**config.mk**
```make
export PLATFORM = sky130hd
export DESIGN_NAME = prt_route_file
export DESIGN_NICKNAME = d
export VERILOG_FILES = /design/src/rtl/prt_pkg.sv /design/src/rtl/prt_access_lanes.sv /design/src/rtl/prt_route_regs.sv /design/src/rtl/prt_route_decode.sv /design/src/rtl/prt_route_file.sv
export SDC_FILE = /design/constraint.sdc
export NUM_CORES = 1
export LEC_CHECK = 0
export CAP_MARGIN = 20
export CORE_MARGIN = 5
export CORE_UTILIZATION = 40
export CTS_CLUSTER_DIAMETER = 80
export DETAILED_ROUTE_END_ITERATION = 6
export PLACE_DENSITY = 0.63
export SETUP_SLACK_MARGIN = 0.2
export SLEW_MARGIN = 20
export SYNTH_ARGS = -nofsm -noshare
export SYNTH_HDL_FRONTEND = slang
export SYNTH_SLANG_ARGS = --single-unit
```
**constraint.sdc**
```tcl
create_clock -name clk_i -period 6.72 [get_ports clk_i]
set_input_delay 0.672 -clock clk_i [delete_from_list [all_inputs] [get_ports clk_i]]
set_output_delay 0.672 -clock clk_i [all_outputs]
set_load 0.05 [all_outputs]
```
**src/rtl/prt_pkg.sv**
```systemverilog
package prt_pkg;
  localparam int unsigned SLOT_W         = 5;
  localparam int unsigned PIN_W          = 2;
  localparam int unsigned NUM_PINS       = 4;
  localparam int unsigned PIRQ_W         = 3;
  localparam int unsigned FIELD_W        = 4;
  localparam int unsigned FIRST_SLOT     = 25;
  localparam int unsigned NUM_ROUTE_REGS = 7;
  localparam int unsigned FIXED_SLOT     = 30;
  localparam int unsigned FIXED_IDX      = FIXED_SLOT - FIRST_SLOT;
  localparam int unsigned REG_BYTES      = 2;
  localparam int unsigned REG_W          = 8 * REG_BYTES;

  typedef logic [PIRQ_W-1:0] pirq_t;
  typedef logic [NUM_PINS-1:0][PIRQ_W-1:0] pin_map_t;

  // upper half of the PIRQ set, rotated by slot and pin
  function automatic pirq_t default_pirq(logic [SLOT_W-1:0] slot, logic [PIN_W-1:0] pin);
    logic [1:0] rot;
    rot = slot[1:0] + pin;
    return {1'b1, rot};
  endfunction

  function automatic pirq_t fixed_pirq(logic [PIN_W-1:0] pin);
    return {1'b1, pin};
  endfunction
endpackage

```
**src/rtl/prt_access_lanes.sv**
```systemverilog
module prt_access_lanes #(
  parameter int unsigned WIN_AW = 14,
  parameter int unsigned LANES  = 4,
  parameter int unsigned LEN_W  = 3
) (
  input  logic [WIN_AW-1:0]             base_i,
  input  logic [LEN_W-1:0]              len_i,
  output logic [LANES-1:0]              lane_en_o,
  output logic [LANES-1:0][WIN_AW-1:0]  lane_addr_o
);
  localparam int unsigned RoomW = WIN_AW + 1;
  localparam logic [RoomW-1:0] WinSize = RoomW'(1) << WIN_AW;

  logic [RoomW-1:0] room;
  logic [RoomW-1:0] len_ext;
  logic [RoomW-1:0] eff_len;

  assign room    = WinSize - {1'b0, base_i};
  assign len_ext = RoomW'(len_i);
  // clip at window end instead of wrapping
  assign eff_len = (len_ext > room) ? room : len_ext;

  for (genvar k = 0; k < LANES; k++) begin : g_lane
    assign lane_en_o[k]   = RoomW'(k) < eff_len;
    assign lane_addr_o[k] = base_i + WIN_AW'(k);
  end
endmodule

```
**src/rtl/prt_route_regs.sv**
```systemverilog
module prt_route_regs #(
  parameter int unsigned WIN_AW     = 14,
  parameter int unsigned LANES      = 4,
  parameter int unsigned NUM_REGS   = 7,
  parameter int unsigned REG_BYTES  = 2,
  parameter int unsigned REG_STRIDE = 4,
  parameter int unsigned FIXED_IDX  = 5,
  parameter logic [WIN_AW-1:0]      REG_BASE      = '0,
  parameter logic [8*REG_BYTES-1:0] ROUTE_DEFAULT = '0
) (
  input  logic                                 clk_i,
  input  logic                                 rst_ni,
  input  logic                                 wr_en_i,
  input  logic [LANES-1:0]                     lane_en_i,
  input  logic [LANES-1:0][WIN_AW-1:0]         lane_addr_i,
  input  logic [8*LANES-1:0]                   wr_data_i,
  output logic [NUM_REGS-1:0][8*REG_BYTES-1:0] regs_o,
  output logic [8*LANES-1:0]                   rd_data_o
);
  for (genvar r = 0; r < NUM_REGS; r++) begin : g_reg
    for (genvar b = 0; b < REG_BYTES; b++) begin : g_byte
      localparam logic [WIN_AW-1:0] ByteAddr = WIN_AW'(REG_BASE + REG_STRIDE * r + b);
      if (r == FIXED_IDX) begin : g_fixed
        assign regs_o[r][8*b +: 8] = 8'h00;
      end else begin : g_store
        logic [7:0] byte_q;
        logic [7:0] byte_d;

        always_comb begin
          byte_d = byte_q;
          for (int k = 0; k < LANES; k++) begin
            if (wr_en_i && lane_en_i[k] && (lane_addr_i[k] == ByteAddr)) begin
              byte_d = wr_data_i[8*k +: 8];
            end
          end
        end

        always_ff @(posedge clk_i or negedge rst_ni) begin
          if (!rst_ni) byte_q <= ROUTE_DEFAULT[8*b +: 8];
          else         byte_q <= byte_d;
        end

        assign regs_o[r][8*b +: 8] = byte_q;
      end
    end
  end

  always_comb begin
    rd_data_o = '0;
    for (int k = 0; k < LANES; k++) begin
      if (lane_en_i[k]) begin
        for (int r = 0; r < NUM_REGS; r++) begin
          for (int b = 0; b < REG_BYTES; b++) begin
            if (lane_addr_i[k] == WIN_AW'(REG_BASE + REG_STRIDE * r + b)) begin
              rd_data_o[8*k +: 8] = regs_o[r][8*b +: 8];
            end
          end
        end
      end
    end
  end
endmodule

```
**src/rtl/prt_route_decode.sv**
```systemverilog
module prt_route_decode
  import prt_pkg::*;
#(
  parameter int unsigned NUM_REGS  = 7,
  parameter int unsigned RW        = 16,
  parameter int unsigned BASE_SLOT = 25,
  parameter int unsigned FIX_IDX   = 5
) (
  input  logic [NUM_REGS-1:0][RW-1:0] regs_i,
  input  logic [SLOT_W-1:0]           lk_slot_i,
  input  logic [PIN_W-1:0]            lk_pin_i,
  output pirq_t                       lk_pirq_o
);
  pin_map_t    route_tbl [NUM_REGS];
  int unsigned slot_n;
  int unsigned row;
  logic        in_range;
  logic        unused_bits;

  // rebuilt combinationally from the stored registers
  always_comb begin
    for (int r = 0; r < NUM_REGS; r++) begin
      for (int p = 0; p < NUM_PINS; p++) begin
        if (r == FIX_IDX) route_tbl[r][p] = fixed_pirq(PIN_W'(p));
        else              route_tbl[r][p] = regs_i[r][FIELD_W*p +: PIRQ_W];
      end
    end
  end

  always_comb begin
    slot_n   = 32'(lk_slot_i);
    in_range = (slot_n >= BASE_SLOT) && (slot_n < BASE_SLOT + NUM_REGS);
    row      = in_range ? (slot_n - BASE_SLOT) : 0;
    if (in_range) lk_pirq_o = route_tbl[row][lk_pin_i];
    else          lk_pirq_o = default_pirq(lk_slot_i, lk_pin_i);
  end

  assign unused_bits = ^regs_i;
endmodule

```
**src/rtl/prt_route_file.sv**
```systemverilog
module prt_route_file
  import prt_pkg::*;
#(
  parameter int unsigned ADDR_W     = 32,
  parameter int unsigned WIN_AW     = 14,
  parameter int unsigned DATA_W     = 32,
  parameter int unsigned LEN_W      = 3,
  parameter int unsigned REG_STRIDE = 4,
  parameter logic [WIN_AW-1:0] REG_BASE      = '0,
  parameter logic [REG_W-1:0]  ROUTE_DEFAULT = 16'h3210
) (
  input  logic              clk_i,
  input  logic              rst_ni,
  input  logic [ADDR_W-1:0] acc_addr_i,
  input  logic [LEN_W-1:0]  acc_len_i,
  input  logic              wr_en_i,
  input  logic [DATA_W-1:0] wr_data_i,
  output logic [DATA_W-1:0] rd_data_o,
  input  logic [SLOT_W-1:0] lk_slot_i,
  input  logic [PIN_W-1:0]  lk_pin_i,
  output logic [PIRQ_W-1:0] lk_pirq_o
);
  localparam int unsigned Lanes = DATA_W / 8;

  logic [Lanes-1:0]                    lane_en;
  logic [Lanes-1:0][WIN_AW-1:0]        lane_addr;
  logic [NUM_ROUTE_REGS-1:0][REG_W-1:0] regs;
  logic                                unused_addr_hi;

  assign unused_addr_hi = ^acc_addr_i[ADDR_W-1:WIN_AW];

  prt_access_lanes #(
    .WIN_AW (WIN_AW),
    .LANES  (Lanes),
    .LEN_W  (LEN_W)
  ) u_lanes (
    .base_i      (acc_addr_i[WIN_AW-1:0]),
    .len_i       (acc_len_i),
    .lane_en_o   (lane_en),
    .lane_addr_o (lane_addr)
  );

  prt_route_regs #(
    .WIN_AW        (WIN_AW),
    .LANES         (Lanes),
    .NUM_REGS      (NUM_ROUTE_REGS),
    .REG_BYTES     (REG_BYTES),
    .REG_STRIDE    (REG_STRIDE),
    .FIXED_IDX     (FIXED_IDX),
    .REG_BASE      (REG_BASE),
    .ROUTE_DEFAULT (ROUTE_DEFAULT)
  ) u_regs (
    .clk_i       (clk_i),
    .rst_ni      (rst_ni),
    .wr_en_i     (wr_en_i),
    .lane_en_i   (lane_en),
    .lane_addr_i (lane_addr),
    .wr_data_i   (wr_data_i),
    .regs_o      (regs),
    .rd_data_o   (rd_data_o)
  );

  prt_route_decode #(
    .NUM_REGS  (NUM_ROUTE_REGS),
    .RW        (REG_W),
    .BASE_SLOT (FIRST_SLOT),
    .FIX_IDX   (FIXED_IDX)
  ) u_decode (
    .regs_i    (regs),
    .lk_slot_i (lk_slot_i),
    .lk_pin_i  (lk_pin_i),
    .lk_pirq_o (lk_pirq_o)
  );
endmodule

```
==> results.yml <==
final_layout:
  num-nets-final: 1891
  multi_input_area_um2: 10400
  largest-register: "u_regs.g.g_byte.g_store.byte_q"
  synthToLayoutAreaGrowth_pct: 14.5
  fin_area_um2: 15700
  largest_register_ff_count: 96
  regArea_um2: 2430
  top_regs: "u_regs.g.g_byte.g_store.byte_q (96)"
  drive_gt1_share_pct: 17.1
  nFillCells: 3306
detailed_routing:
  vias: 17100
  drtPass1Iterations: 7
  drt-initial-drc-count: 2425
  detail-route-antenna-nets: 0
  post-route-drc-count: 1
  wl_um: 75000
  wl_per_cell_um: 33.2
  post_drt_via_cell_ratio: 7.58
logic_synthesis:
  ys_types: 97
  synthSimpleGateAreaFrac_pct: 22.0
  synth_area_um2: 13700
  synth-main-ff-cell: "dfrtp_1"
  synth_compound_area_share_pct: 35.1
  ys_ff_latch: 96
  synth_edf_count: 0
  syn_nets: 1888
  async_flop_share_pct: 100
  synthMuxAreaShare_pct: 16.3
  ys_seq_area_share_pct: 17.8
  synth_top_family_by_area: "compound AO/OA/AOI/OAI gates"
  synthXorXnorAreaFrac_pct: 1.35
  yosys_warnings: 0
  synth_cells: 1796
  syn_avg_cell_area_um2: 7.61
  synthAdderAreaFrac_pct: 1.37
outcome:
  outcome: "complete, but fails checks"
  violations: "DRC"
placement:
  place.gp.congestion: 1.09
  placement.io_buffers: 93
  hpwl_um: 55400
  post_dp_cell_area_um2: 15300
min_path:
  hold_path.class: "input port to asynchronous set/reset pin"
setup_path:
  r2r_start: "u_regs.g_reg[1].g_byte[0].g_store.byte_q[0]"
  crit_type: "input port to output port"
  crit_fanout: 10
  path_cells: "clkdlybuf4s50_1, inv_1, ha_1, xnor2_2, inv_2, ha_1, a32o_1, a211oi_2, nor4b_4, a21oi_1, or2_2, or3b_2, o32ai_1, buf_12"
  endpoint: "rd_data_o[6]"
  critPathSlowestCell: "clkdlybuf4s50_1"
  cp_common_cell: "ha_1"
  crit_arrival_ns: 5.49
  slowest_delay_ns: 0.66
  worst_r2r_endpoint: "u_regs.g_reg[1].g_byte[0].g_store.byte_q[0]"
  crit_required_ns: 6.05
  worstSetupEndpointType: "output port"
  worstRegToRegCells: 2
  setup.worst_path.start: "acc_addr_i[1]"
  worstSetupStartpointType: "input port"
  r2r_slack_ns: 5.49
power_and_ir_drop:
  swShare_pct: 35.7
  intPower_mw: 1.10
  leakagePower_nw: 6.08
  pwr-share-comb_pct: 30.9
  power_switching_mw: 0.608
  seq_power_share_pct: 34.7
  ir_worst_vdd_v: 0.000197
  powerDensity_nw_per_um2: 109
  clkPwrFrac_pct: 34.5
floorplanning:
  ioPinCount: 112
  die_h_um: 195
  start_util_pct: 40.7
  core_um2: 33600
  die_area_um2: 38000
  rows: 67
  fp.dieW_um: 195
clocking:
  post_cts_buffers: 0
  cts_made_buffers: 9
  cts_buffer_depth: 2
  clockRootBuffer: "clkbuf_16"
  cts_tree: "done"
  numClockSinks: 96
  clock_latency_ns: 0.34
  htree_levels: 3
  path_clk_slew_ns: 0.07
  ctsResizeCount: 0
  cts_hold_buf: 0
timing:
  slew_headroom_pct: 26.7
  post-route-period-util_pct: 91.7
  setup_viol: 0
  rsz0062_at_grt: "no"
  period_needed_ns: 6.16
  worstMarginPinSlew_ns: 1.09
  max_freq_mhz: 162
  final_hold_viol_count: 0
  fin_tns_setup_ns: 0
  timing_max_transition_violations_final: 0
  clock_skew_ns: 0
global_routing:
  grt_max_degree: 63
  antenna_found_initial: 4
  grt_pass1_vias: 16200
  grt_pass1_wl_um: 108000
  grt_util_all_layers_pct: 37.5
  grt_overflow: 0
flow_run:
  maxCapViolCount: 0
==> layout make-up <==
| class | instances | area share, % |
|---|---|---|
| sequential | 96 | 15.5 |
| tap | 448 | 3.58 |
| inverter | 37 | 0.887 |
| clock buffer | 11 | 1.61 |
| antenna | 7 | 0.112 |
| timing repair buffer | 159 | 11.1 |
| clock inverter | 5 | 0.552 |
| multi-input combinational | 1496 | 66.6 |
==> worst min-delay path by stage <==
stage,from,endpoint,slack [ns],cells after the start
4_1_cts,rst_ni,u_regs.g_reg[3].g_byte[1].g_store.byte_q[0],0.29,1
5_1_grt,rst_ni,u_regs.g_reg[3].g_byte[0].g_store.byte_q[0],0.31,1
2_1_floorplan,rst_ni,u_regs.g_reg[0].g_byte[0].g_store.byte_q[0],0.38,0
3_3_place_gp,u_regs.g_reg[4].g_byte[1].g_store.byte_q[4],u_regs.g_reg[4].g_byte[1].g_store.byte_q[4],0.57,2
6_report,rst_ni,u_regs.g_reg[3].g_byte[1].g_store.byte_q[0],0.29,1
3_5_place_dp,u_regs.g_reg[4].g_byte[1].g_store.byte_q[4],u_regs.g_reg[4].g_byte[1].g_store.byte_q[4],0.58,2
==> per-stage QoR <==
step	hold WS, ns	power [mW]	util, %	cells	setup slack [ns]
finish	0.286	1.70	46.6	2259	0.555
global placement	0.575	1.10	45.5	2236	0.663
detailed placement	0.585	1.10	45.5	2236	0.558
CTS	0.291	1.68	46.5	2252	0.590
global route	0.315	1.75	46.5	2253	0.325
floorplan	0.376	0.898	-	1796	0.402
==> kinds of logic after synthesis <==
family,Yosys count
compound gates,688
simple gates,573
buf+inv,204
mux,199
flops,96
xor+xnor,21
fa+ha+maj,15
==> Yosys cell counts, types with 25 or more instances <==
| master | instances | share of area, % |
|---|---|---|
| buf_2 | 25 | 0.92 |
| nor3_1 | 58 | 2.1 |
| mux2_2 | 99 | 8.2 |
| o21ai_1 | 30 | 1.1 |
| inv_1 | 34 | 0.93 |
| clkbuf_1 | 127 | 3.5 |
| o21ai_0 | 137 | 5.0 |
| dfrtp_1 | 72 | 13 |
| nand4_1 | 30 | 1.4 |
| nand3_1 | 53 | 1.9 |
| a22oi_1 | 60 | 3.3 |
| o22ai_1 | 39 | 1.8 |
| nor2_1 | 121 | 3.3 |
| a21oi_1 | 134 | 4.9 |
| nand2_1 | 166 | 4.6 |
| a211oi_1 | 32 | 1.8 |
| mux2i_1 | 86 | 6.3 |
==> per-layer routing <==
| metal | vias to the layer above | global-route usage, % | share of wire [%] |
|---|---|---|---|
| met4 | 6 | 23.6 | 7.7 |
| li1 | 7003 | - | - |
| met5 | - | 0 | 0.048 |
| met3 | 422 | 10.4 | 13 |
| met1 | 8251 | 48.5 | 37 |
| met2 | 1448 | 55.2 | 42 |
==> power groups by stage <==
stage,Clock (mW),Combinational [mW],Sequential (mW)
floorplan,0,0.304,0.594
global placement,0,0.500,0.600
detailed placement,0,0.503,0.600
CTS,0.589,0.506,0.589
global route,0.612,0.547,0.590
finish,0.588,0.526,0.591
==> placed cells by master, fill, tap and decap left out, types with 16 or more instances in the layout <==
cell               n
o211ai_1          24
a41oi_1           16
o22ai_1           39
a221oi_1          19
mux2i_1           86
o221ai_1          20
and3_1            16
a22oi_1           60
nand2_1          166
dfrtp_1           72
nor3_1            57
buf_12            32
buf_4             67
inv_1             34
a31oi_1           19
dfstp_2           24
nand4_1           30
o21ai_1           30
mux2_2            99
o21ai_0          137
a21oi_1          134
clkdlybuf4s50_1   60
a211oi_1          32
nand3_1           53
nor2_1           121
==> worst max-delay path: cells and delay by family <==
family / cells / cell delay [ns]
compound gates: 4 / 1.28
xor+xnor: 1 / 0.22
fa+ha+maj: 2 / 0.66
buf+inv: 4 / 1.11
simple gates: 3 / 1.53
No activity file was read; power rests on OpenSTA's default activity.
